--- src/rtl/hdx_pkg.sv ---
package hdx_pkg;

   typedef enum logic [2:0] {
      ST_IDLE,
      ST_DEFER,
      ST_SEND,
      ST_RESUME,
      ST_BACKOFF,
      ST_DONE
   } hdx_state_e;

   localparam int SB_MAXCOL = 4;
   localparam int SB_LATE   = 5;
   localparam int SB_XDEF   = 7;
   localparam int SB_DEFD   = 8;
   localparam int SB_BP     = 13;
   localparam int SB_ABORT  = 14;
   localparam int SB_OWN    = 15;

endpackage

--- src/rtl/hdx_lfsr.sv ---
module hdx_lfsr #(
   parameter int W     = 16,
   parameter int OUT_W = 10,
   parameter int SEED  = 16'hACE1
) (
   input  logic             clk,
   input  logic             rst_n,
   output logic [OUT_W-1:0] rnd_o
);
   logic [W-1:0] taps;
   logic [W-1:0] s_q;

   if (OUT_W > W) begin : g_bad_out
      $error("hdx_lfsr: OUT_W wider than W");
   end
   if (W'(SEED) == '0) begin : g_bad_seed
      $error("hdx_lfsr: seed must be nonzero");
   end

   if (W == 16) begin : g_t16
      assign taps = W'(32'h0000_B400);
   end else if (W == 24) begin : g_t24
      assign taps = W'(32'h00E1_0000);
   end else if (W == 32) begin : g_t32
      assign taps = W'(32'h8020_0003);
   end else begin : g_tbad
      assign taps = '0;
      $error("hdx_lfsr: unsupported width");
   end

   always_ff @(posedge clk or negedge rst_n) begin
      if (!rst_n)       s_q <= W'(SEED);
      else if (s_q[0])  s_q <= (s_q >> 1) ^ taps;
      else              s_q <= s_q >> 1;
   end

   assign rnd_o = s_q[OUT_W-1:0];
endmodule

--- src/rtl/hdx_defer_timer.sv ---
module hdx_defer_timer #(
   parameter int NIB_LIM = 6071,
   parameter int BIT_LIM = 24287
) (
   input  logic clk,
   input  logic rst_n,
   input  logic clr_i,
   input  logic run_i,
   input  logic speed100_i,
   output logic over_o
);
   localparam int LIM_MAX = (NIB_LIM > BIT_LIM) ? NIB_LIM : BIT_LIM;
   localparam int CW      = $clog2(LIM_MAX + 2);

   logic [CW-1:0] cnt_q;
   logic [CW-1:0] lim;

   assign lim = speed100_i ? CW'(NIB_LIM) : CW'(BIT_LIM);

   always_ff @(posedge clk or negedge rst_n) begin
      if (!rst_n)                     cnt_q <= '0;
      else if (clr_i)                 cnt_q <= '0;
      else if (run_i && cnt_q <= lim) cnt_q <= cnt_q + 1'b1;
   end

   assign over_o = cnt_q > lim;
endmodule

--- src/rtl/hdx_backoff.sv ---
module hdx_backoff #(
   parameter int SLOT_NIB = 128,
   parameter int SLOT_BIT = 512,
   parameter int SW       = 10
) (
   input  logic          clk,
   input  logic          rst_n,
   input  logic          load_i,
   input  logic [SW-1:0] slots_i,
   input  logic          speed100_i,
   input  logic          tick_i,
   output logic          expired_o
);
   localparam int SLOT_MAX = (SLOT_NIB > SLOT_BIT) ? SLOT_NIB : SLOT_BIT;
   localparam int TW       = $clog2(SLOT_MAX);

   if (SLOT_NIB < 2 || SLOT_BIT < 2) begin : g_bad_slot
      $error("hdx_backoff: slot length must be at least 2 ticks");
   end

   logic [SW-1:0] left_q;
   logic [TW-1:0] tcnt_q;
   logic [TW-1:0] slot_end;

   assign slot_end = speed100_i ? TW'(SLOT_NIB - 1) : TW'(SLOT_BIT - 1);

   always_ff @(posedge clk or negedge rst_n) begin
      if (!rst_n) begin
         left_q <= '0;
         tcnt_q <= '0;
      end else if (load_i) begin
         left_q <= slots_i;
         tcnt_q <= '0;
      end else if (left_q != '0 && tick_i) begin
         if (tcnt_q == slot_end) begin
            tcnt_q <= '0;
            left_q <= left_q - 1'b1;
         end else begin
            tcnt_q <= tcnt_q + 1'b1;
         end
      end
   end

   assign expired_o = (left_q == '0);
endmodule

--- src/rtl/hdx_retry_ctrl.sv ---
module hdx_retry_ctrl
   import hdx_pkg::*;
#(
   parameter int CNT_W         = 11,
   parameter int WIN_W         = 6,
   parameter int LIM_W         = 4,
   parameter int NIB_DEFER_LIM = 6071,
   parameter int BIT_DEFER_LIM = 24287,
   parameter int SLOT_NIB      = 128,
   parameter int SLOT_BIT      = 512,
   parameter int BO_CAP        = 10,
   parameter int LFSR_W        = 16,
   parameter int LFSR_SEED     = 16'hACE1
) (
   input  logic             clk,
   input  logic             rst_n,
   input  logic             start_i,
   input  logic             carrier_i,
   input  logic             coll_i,
   input  logic             tx_end_i,
   input  logic             tick_i,
   input  logic [CNT_W-1:0] byte_cnt_i,
   input  logic             bp_i,
   input  logic             speed100_i,
   input  logic [WIN_W-1:0] late_win_i,
   input  logic [LIM_W-1:0] retry_lim_i,
   input  logic             no_backoff_i,
   input  logic             immed_i,
   input  logic             defer_forever_i,
   output logic             tx_go_o,
   output logic             own_o,
   output logic             done_o,
   output logic [15:0]      status_o
);
   localparam int CC_W = LIM_W + 1;

   if (WIN_W > CNT_W) begin : g_bad_win
      $error("hdx_retry_ctrl: late window wider than byte counter");
   end
   if (LIM_W < 1 || LIM_W > 8) begin : g_bad_lim
      $error("hdx_retry_ctrl: LIM_W out of range");
   end
   if (BO_CAP < 1 || BO_CAP > LFSR_W) begin : g_bad_cap
      $error("hdx_retry_ctrl: back-off cap exceeds random source");
   end

   hdx_state_e         state_q;
   logic [CC_W-1:0]    coll_cnt_q, cnt_nxt;
   logic               late_q, maxc_q, xdef_q, defd_q, bp_q;
   logic               late_hit, over_lim, defer_over, bo_expired, bo_load;
   logic [BO_CAP-1:0]  rnd, bo_mask, bo_slots;
   logic [3:0]         cnt_field;

   assign cnt_nxt  = coll_cnt_q + 1'b1;
   assign late_hit = byte_cnt_i >= CNT_W'(late_win_i);
   assign over_lim = cnt_nxt > {1'b0, retry_lim_i};

   always_comb begin
      for (int i = 0; i < BO_CAP; i++) bo_mask[i] = (int'(cnt_nxt) > i);
   end
   assign bo_slots = rnd & bo_mask;
   assign bo_load  = (state_q == ST_SEND) && coll_i && !late_hit && !over_lim
                     && !immed_i && !no_backoff_i;

   hdx_lfsr #(.W(LFSR_W), .OUT_W(BO_CAP), .SEED(LFSR_SEED)) u_lfsr (
      .clk(clk), .rst_n(rst_n), .rnd_o(rnd));

   hdx_defer_timer #(.NIB_LIM(NIB_DEFER_LIM), .BIT_LIM(BIT_DEFER_LIM)) u_defer (
      .clk(clk), .rst_n(rst_n),
      .clr_i(state_q == ST_IDLE),
      .run_i((state_q == ST_DEFER) && carrier_i && tick_i),
      .speed100_i(speed100_i), .over_o(defer_over));

   hdx_backoff #(.SLOT_NIB(SLOT_NIB), .SLOT_BIT(SLOT_BIT), .SW(BO_CAP)) u_bo (
      .clk(clk), .rst_n(rst_n), .load_i(bo_load), .slots_i(bo_slots),
      .speed100_i(speed100_i), .tick_i(tick_i), .expired_o(bo_expired));

   always_ff @(posedge clk or negedge rst_n) begin
      if (!rst_n) begin
         state_q    <= ST_IDLE;
         coll_cnt_q <= '0;
         late_q     <= 1'b0;
         maxc_q     <= 1'b0;
         xdef_q     <= 1'b0;
         defd_q     <= 1'b0;
         bp_q       <= 1'b0;
      end else begin
         if (own_o && bp_i) bp_q <= 1'b1;
         unique case (state_q)
            ST_IDLE: if (start_i) begin
               state_q    <= ST_DEFER;
               coll_cnt_q <= '0;
               late_q     <= 1'b0;
               maxc_q     <= 1'b0;
               xdef_q     <= 1'b0;
               defd_q     <= 1'b0;
               bp_q       <= 1'b0;
            end
            ST_DEFER: begin
               if (carrier_i) defd_q <= 1'b1;
               if (defer_over && !defer_forever_i) begin
                  xdef_q  <= 1'b1;
                  state_q <= ST_DONE;
               end else if (!carrier_i) begin
                  state_q <= ST_SEND;
               end
            end
            ST_SEND: if (coll_i) begin
               coll_cnt_q <= cnt_nxt;
               if (late_hit) begin
                  late_q  <= 1'b1;
                  state_q <= ST_DONE;
               end else if (over_lim) begin
                  maxc_q  <= 1'b1;
                  state_q <= ST_DONE;
               end else if (immed_i)      state_q <= ST_RESUME;
               else if (no_backoff_i)     state_q <= ST_DEFER;
               else                       state_q <= ST_BACKOFF;
            end else if (tx_end_i) begin
               state_q <= ST_DONE;
            end
            ST_RESUME:  state_q <= ST_SEND;
            ST_BACKOFF: if (bo_expired) state_q <= ST_DEFER;
            ST_DONE:    state_q <= ST_IDLE;
            default:    state_q <= ST_IDLE;
         endcase
      end
   end

   always_comb cnt_field = (int'(coll_cnt_q) > 15) ? 4'hF : 4'(coll_cnt_q);

   always_comb begin
      status_o = '0;
      if (state_q == ST_DONE) begin
         status_o[3:0]      = cnt_field;
         status_o[SB_MAXCOL] = maxc_q;
         status_o[SB_LATE]   = late_q;
         status_o[SB_XDEF]   = xdef_q;
         status_o[SB_DEFD]   = defd_q;
         status_o[SB_BP]     = bp_q;
         status_o[SB_ABORT]  = late_q | maxc_q | xdef_q;
         status_o[SB_OWN]    = 1'b0;
      end
   end

   assign tx_go_o = (state_q == ST_SEND);
   assign own_o   = (state_q != ST_IDLE) && (state_q != ST_DONE);
   assign done_o  = (state_q == ST_DONE);
endmodule

--- config.mk ---
export PLATFORM = sky130hd
export DESIGN_NAME = hdx_retry_ctrl
export DESIGN_NICKNAME = d
export VERILOG_FILES = /design/src/rtl/hdx_pkg.sv /design/src/rtl/hdx_lfsr.sv /design/src/rtl/hdx_defer_timer.sv /design/src/rtl/hdx_backoff.sv /design/src/rtl/hdx_retry_ctrl.sv
export SDC_FILE = /design/constraint.sdc
export NUM_CORES = 1
export LEC_CHECK = 0
export BUFFER_PORTS_ARGS = -buffer_cell sky130_fd_sc_hd__buf_2
export CAP_MARGIN = 0
export CORE_UTILIZATION = 33
export DETAILED_ROUTE_END_ITERATION = 7
export SLEW_MARGIN = 20
export SYNTH_ARGS = -nofsm -noshare
export SYNTH_HDL_FRONTEND = slang
export SYNTH_SLANG_ARGS = --single-unit
--- constraint.sdc ---
create_clock -name clk -period 3.7 [get_ports clk]
set_input_delay 0.185 -clock clk [delete_from_list [all_inputs] [get_ports clk]]
set_output_delay 0.185 -clock clk [all_outputs]
set_load 0.005 [all_outputs]
==> summary.md <==
| Metric | Value |
|---|---|
| Count of max-cap constraint violations | `0` |
| Number of synthesized flops with an enable pin | `0` |
| Antenna cells | `0` |
| Weighted congestion reported at the end of routability-driven placement | `between 0.7 and 0.8` |
| Post-synth cell types | `61` |
| Worst slew margin relative to its limit | `around 55%` |
| Fraction of final layout cells with drive strength greater than 1 | `a little under a fifth` |
| Syn. warnings | `0` |
| Worst clock skew | `0.00485 ns` |
| Leftover overflow at the end of global routing | `0` |
| Gate count of the mapped netlist | `409` |
| Critical-path maximum fanout | `27` |
| Startpoint types | `flip-flop` |
| First-pass iteration count of the detailed router | `4` |
| Clk sinks | `63` |
| Final hold violation count | `0` |
| Total clock buffers created by CTS | `9` |
| Tightest Pin Transition | `0.668 ns` |
| Vias in the first global route | `~3.0k` |
| Pwr dens | `~480 nW/µm²` |
| Internal reg-to-reg setup slack | `around 0.65 ns` |
| Horiz. Die Dim | `~110 µm` |
| Core area | `11000 µm²` |
| Rows | `38` |
| GRT Util Overall | `approximately 16%` |
| Clock insertion delay at the later pin of the skew report | `between 0.3 and 0.4 ns` |
| R2R depth | `10` |
| CTS Root Cell | `clkbuf_16` |
| Required time at the worst-slack endpoint | `3.95 ns` |
| First-pass GRT wire length | `approximately 14 mm` |
| Setup Viol. Count Final | `0` |
| RSZ-0062 raised after global routing | `false` |
| Run status | `complete, no violations` |
| Net count, final | `516` |
| Highest-count cells in the layout ignoring fill and taps | `55 x dfrtp_1, 45 x buf_2, 37 x nor2_1` |
| Depth of the CTS H-tree | `3` |
| Initial core utilization | `~34%` |
| Number of antenna-violating nets in the routed design | `0` |
| Clk pwr share | `42.7%` |
| Static leakage | `roughly 2.2 nW` |
| Total Negative Setup Slacks | `0 ns` |
| Total count of max-transition violations in the final report | `0` |
| Count of buffers inserted at the top-level ports | `45` |
| Number of design-rule violations left by the first detailed-router iteration | `126` |
| Number of cells on the worst hold path | `3` |
| Avg Cell Area, Syn | `approximately 9.3 µm²` |
| Die outline height | `109 µm` |
| Clk slew on worst S/H paths | `approximately 0.050 ns` |
| Number of inserted filler cells in the final layout | `about 1.1k` |
| Portion of total power attributed to combinational logic | `19.7%` |
| Mapped Area | `3790 µm²` |
| Crit path arrival time | `between 3 and 4 ns` |
| Most used flip-flop cell after synthesis | `dfrtp_1` |
| Fraction of power spent switching nets | `30.0%` |
| Worst min-delay path class | `input pin to flip-flop` |
| Async SR Flop Fraction | `100%` |
| Clock tree from TritonCTS | `done` |
| Worst Path Class, Setup | `flip-flop to flip-flop` |
| Routed length per placed instance | `approximately 14 µm` |
| DRC violation count after routing | `0` |
| Ports placed on the boundary | `52` |
| Pin count of the biggest net entering global routing | `36` |
| Crit. End Element | `flip-flop` |
| Min Tclk post-route | `around 3.0 ns` |
| Antenna violations before repair | `0` |
| Internal Power | `between 1 and 1.5 mW` |
| Deepest clock path buffer count | `2` |
| Buffer count from post-CTS setup fixing | `0` |
| Most common library cell in the layout ignoring fill and taps | `dfrtp_1` |
| Area taken by multi-input logic gates | `about 2000 µm²` |
| Sequential element share of the synthesized area | `41.8%` |
| Area used by sequential logic in the layout | `1590 µm²` |
| Area of the die | `about 12000 µm²` |
| Number of flip-flops and latches in the synthesized netlist | `between 60 and 70` |
| HPWL after detailed placement | `6.16 mm` |
| Overall routed net length | `approximately 8.3 mm` |
| Total vias in the final route | `around 3.1k` |
| Area added between synthesis and finish | `17.6%` |
| Switching power | `0.640 mW` |
| Fraction of power consumed by sequential logic | `37.5%` |
| Post-route clock period utilization | `82.4%` |
| Mean number of vias per cell | `5.14` |
| Post-CTS sizing | `0` |
| Final std cell area, no fill | `4460 µm²` |
| Dpl cell area | `4120 µm²` |
| Worst IR drop on VDD | `roughly 0.28 mV` |
| Max Freq | `~330 MHz` |
cells in the mapped netlist, drive strengths merged, types with 3 or more instances:
cell    count  area [µm²]
dfstp       8         210
a211o       3        26.3
or3        14        87.6
or4         3        26.3
o211ai      5        42.5
a211oi      3        27.5
ha         25         313
nand3      14        70.1
inv        25        93.8
xor2       16         140
o21ai      33         165
nor2       37         139
a21oi      24         124
nand2      33         124
clkbuf      5        20.0
and3        8        50.1
nand4      13        81.3
mux2i       7        70.1
nor3       10        50.1
nor2b       4        25.0
nor4        5        31.3
dfrtp      55        1380
xnor2       3        26.3
a21o        5        38.8
buf        11        88.8
a31oi       4        25.0
and2        8        50.1
registers in the layout, indices dropped and copies added, names as in the netlist:
register	count
u_lfsr.s_q	16
u_defer.cnt_q	15
u_bo.left_q	10
u_bo.tcnt_q	9
coll_cnt_q	5
state_q	3
bp_q	1
defd_q	1
late_q	1
maxc_q	1
xdef_q	1
layout make-up:
| class | count | area share [%] |
|---|---|---|
| clock inverters | 7 | 2.19 |
| multi-input cells | 310 | 45.3 |
| inverters | 25 | 2.11 |
| clock buffers | 9 | 5.05 |
| flip-flops and latches | 63 | 35.6 |
| well taps | 140 | 3.93 |
| repair buffers | 49 | 5.78 |
final timing paths:
path | startpoint | endpoint
max | coll_cnt_q[0] | u_bo.left_q[8]
min | bp_i | bp_q
max reg2reg | coll_cnt_q[0] | u_bo.left_q[8]
min reg2reg | u_lfsr.s_q[12] | u_lfsr.s_q[11]
max in group asynchronous | rst_n | u_lfsr.s_q[13]
min in group asynchronous | rst_n | u_defer.cnt_q[14]
cell families after synthesis:
family          after synthesis  share of synthesized area, %
buf+inv                      41                          5.35
compound gates               88                          15.2
xor+xnor                     19                          4.39
mux                           8                          2.15
other cells                   1                        0.0989
flops                        63                          41.8
simple gates                164                          22.7
fa+ha+maj                    25                          8.25
power groups by stage:
stage / logic [mW] / registers [mW] / clock network [mW]
floorplan: 0.302 / 0.790 / 0
global placement: 0.420 / 0.808 / 0
detailed placement: 0.423 / 0.812 / 0
CTS: 0.426 / 0.800 / 0.936
global route: 0.483 / 0.810 / 0.963
finish: 0.420 / 0.800 / 0.911
repair_timing:
action,CTS,global route
endpoints found under the hold margin,28,0
endpoints found under the setup margin,0,0
hold buffers,1,0
metal layers:
metal	track usage (%)	vias up	share of wire (%)
met5	0	-	0
met4	6.67	0	1.7
met3	4.18	12	4.0
met2	25.2	49	47
met1	20.1	1489	47
li1	-	1550	-
through the flow:
step	setup slack [ns]	std cells	util (%)	hold slack [ns]	total power [mW]
floorplan	0.961	414	-	-0.111	1.09
finish	0.651	603	40.4	0.126	2.13
detailed placement	0.670	586	37.4	0.266	1.23
global route	0.405	603	40.4	0.132	2.26
global placement	0.766	586	37.4	0.259	1.23
CTS	0.643	603	40.4	0.117	2.16
critical path, stage by stage (launching register included):
cell      delay [ns]
dfrtp_1         0.49
ha_1            0.33
xnor2_1         0.37
inv_1           0.14
ha_1            0.32
and4b_1         0.20
a211oi_1        0.19
o21ai_0         0.15
and4b_1         0.27
buf_4           0.29
mux2i_1         0.23
No activity file was read; power rests on OpenSTA's default activity.
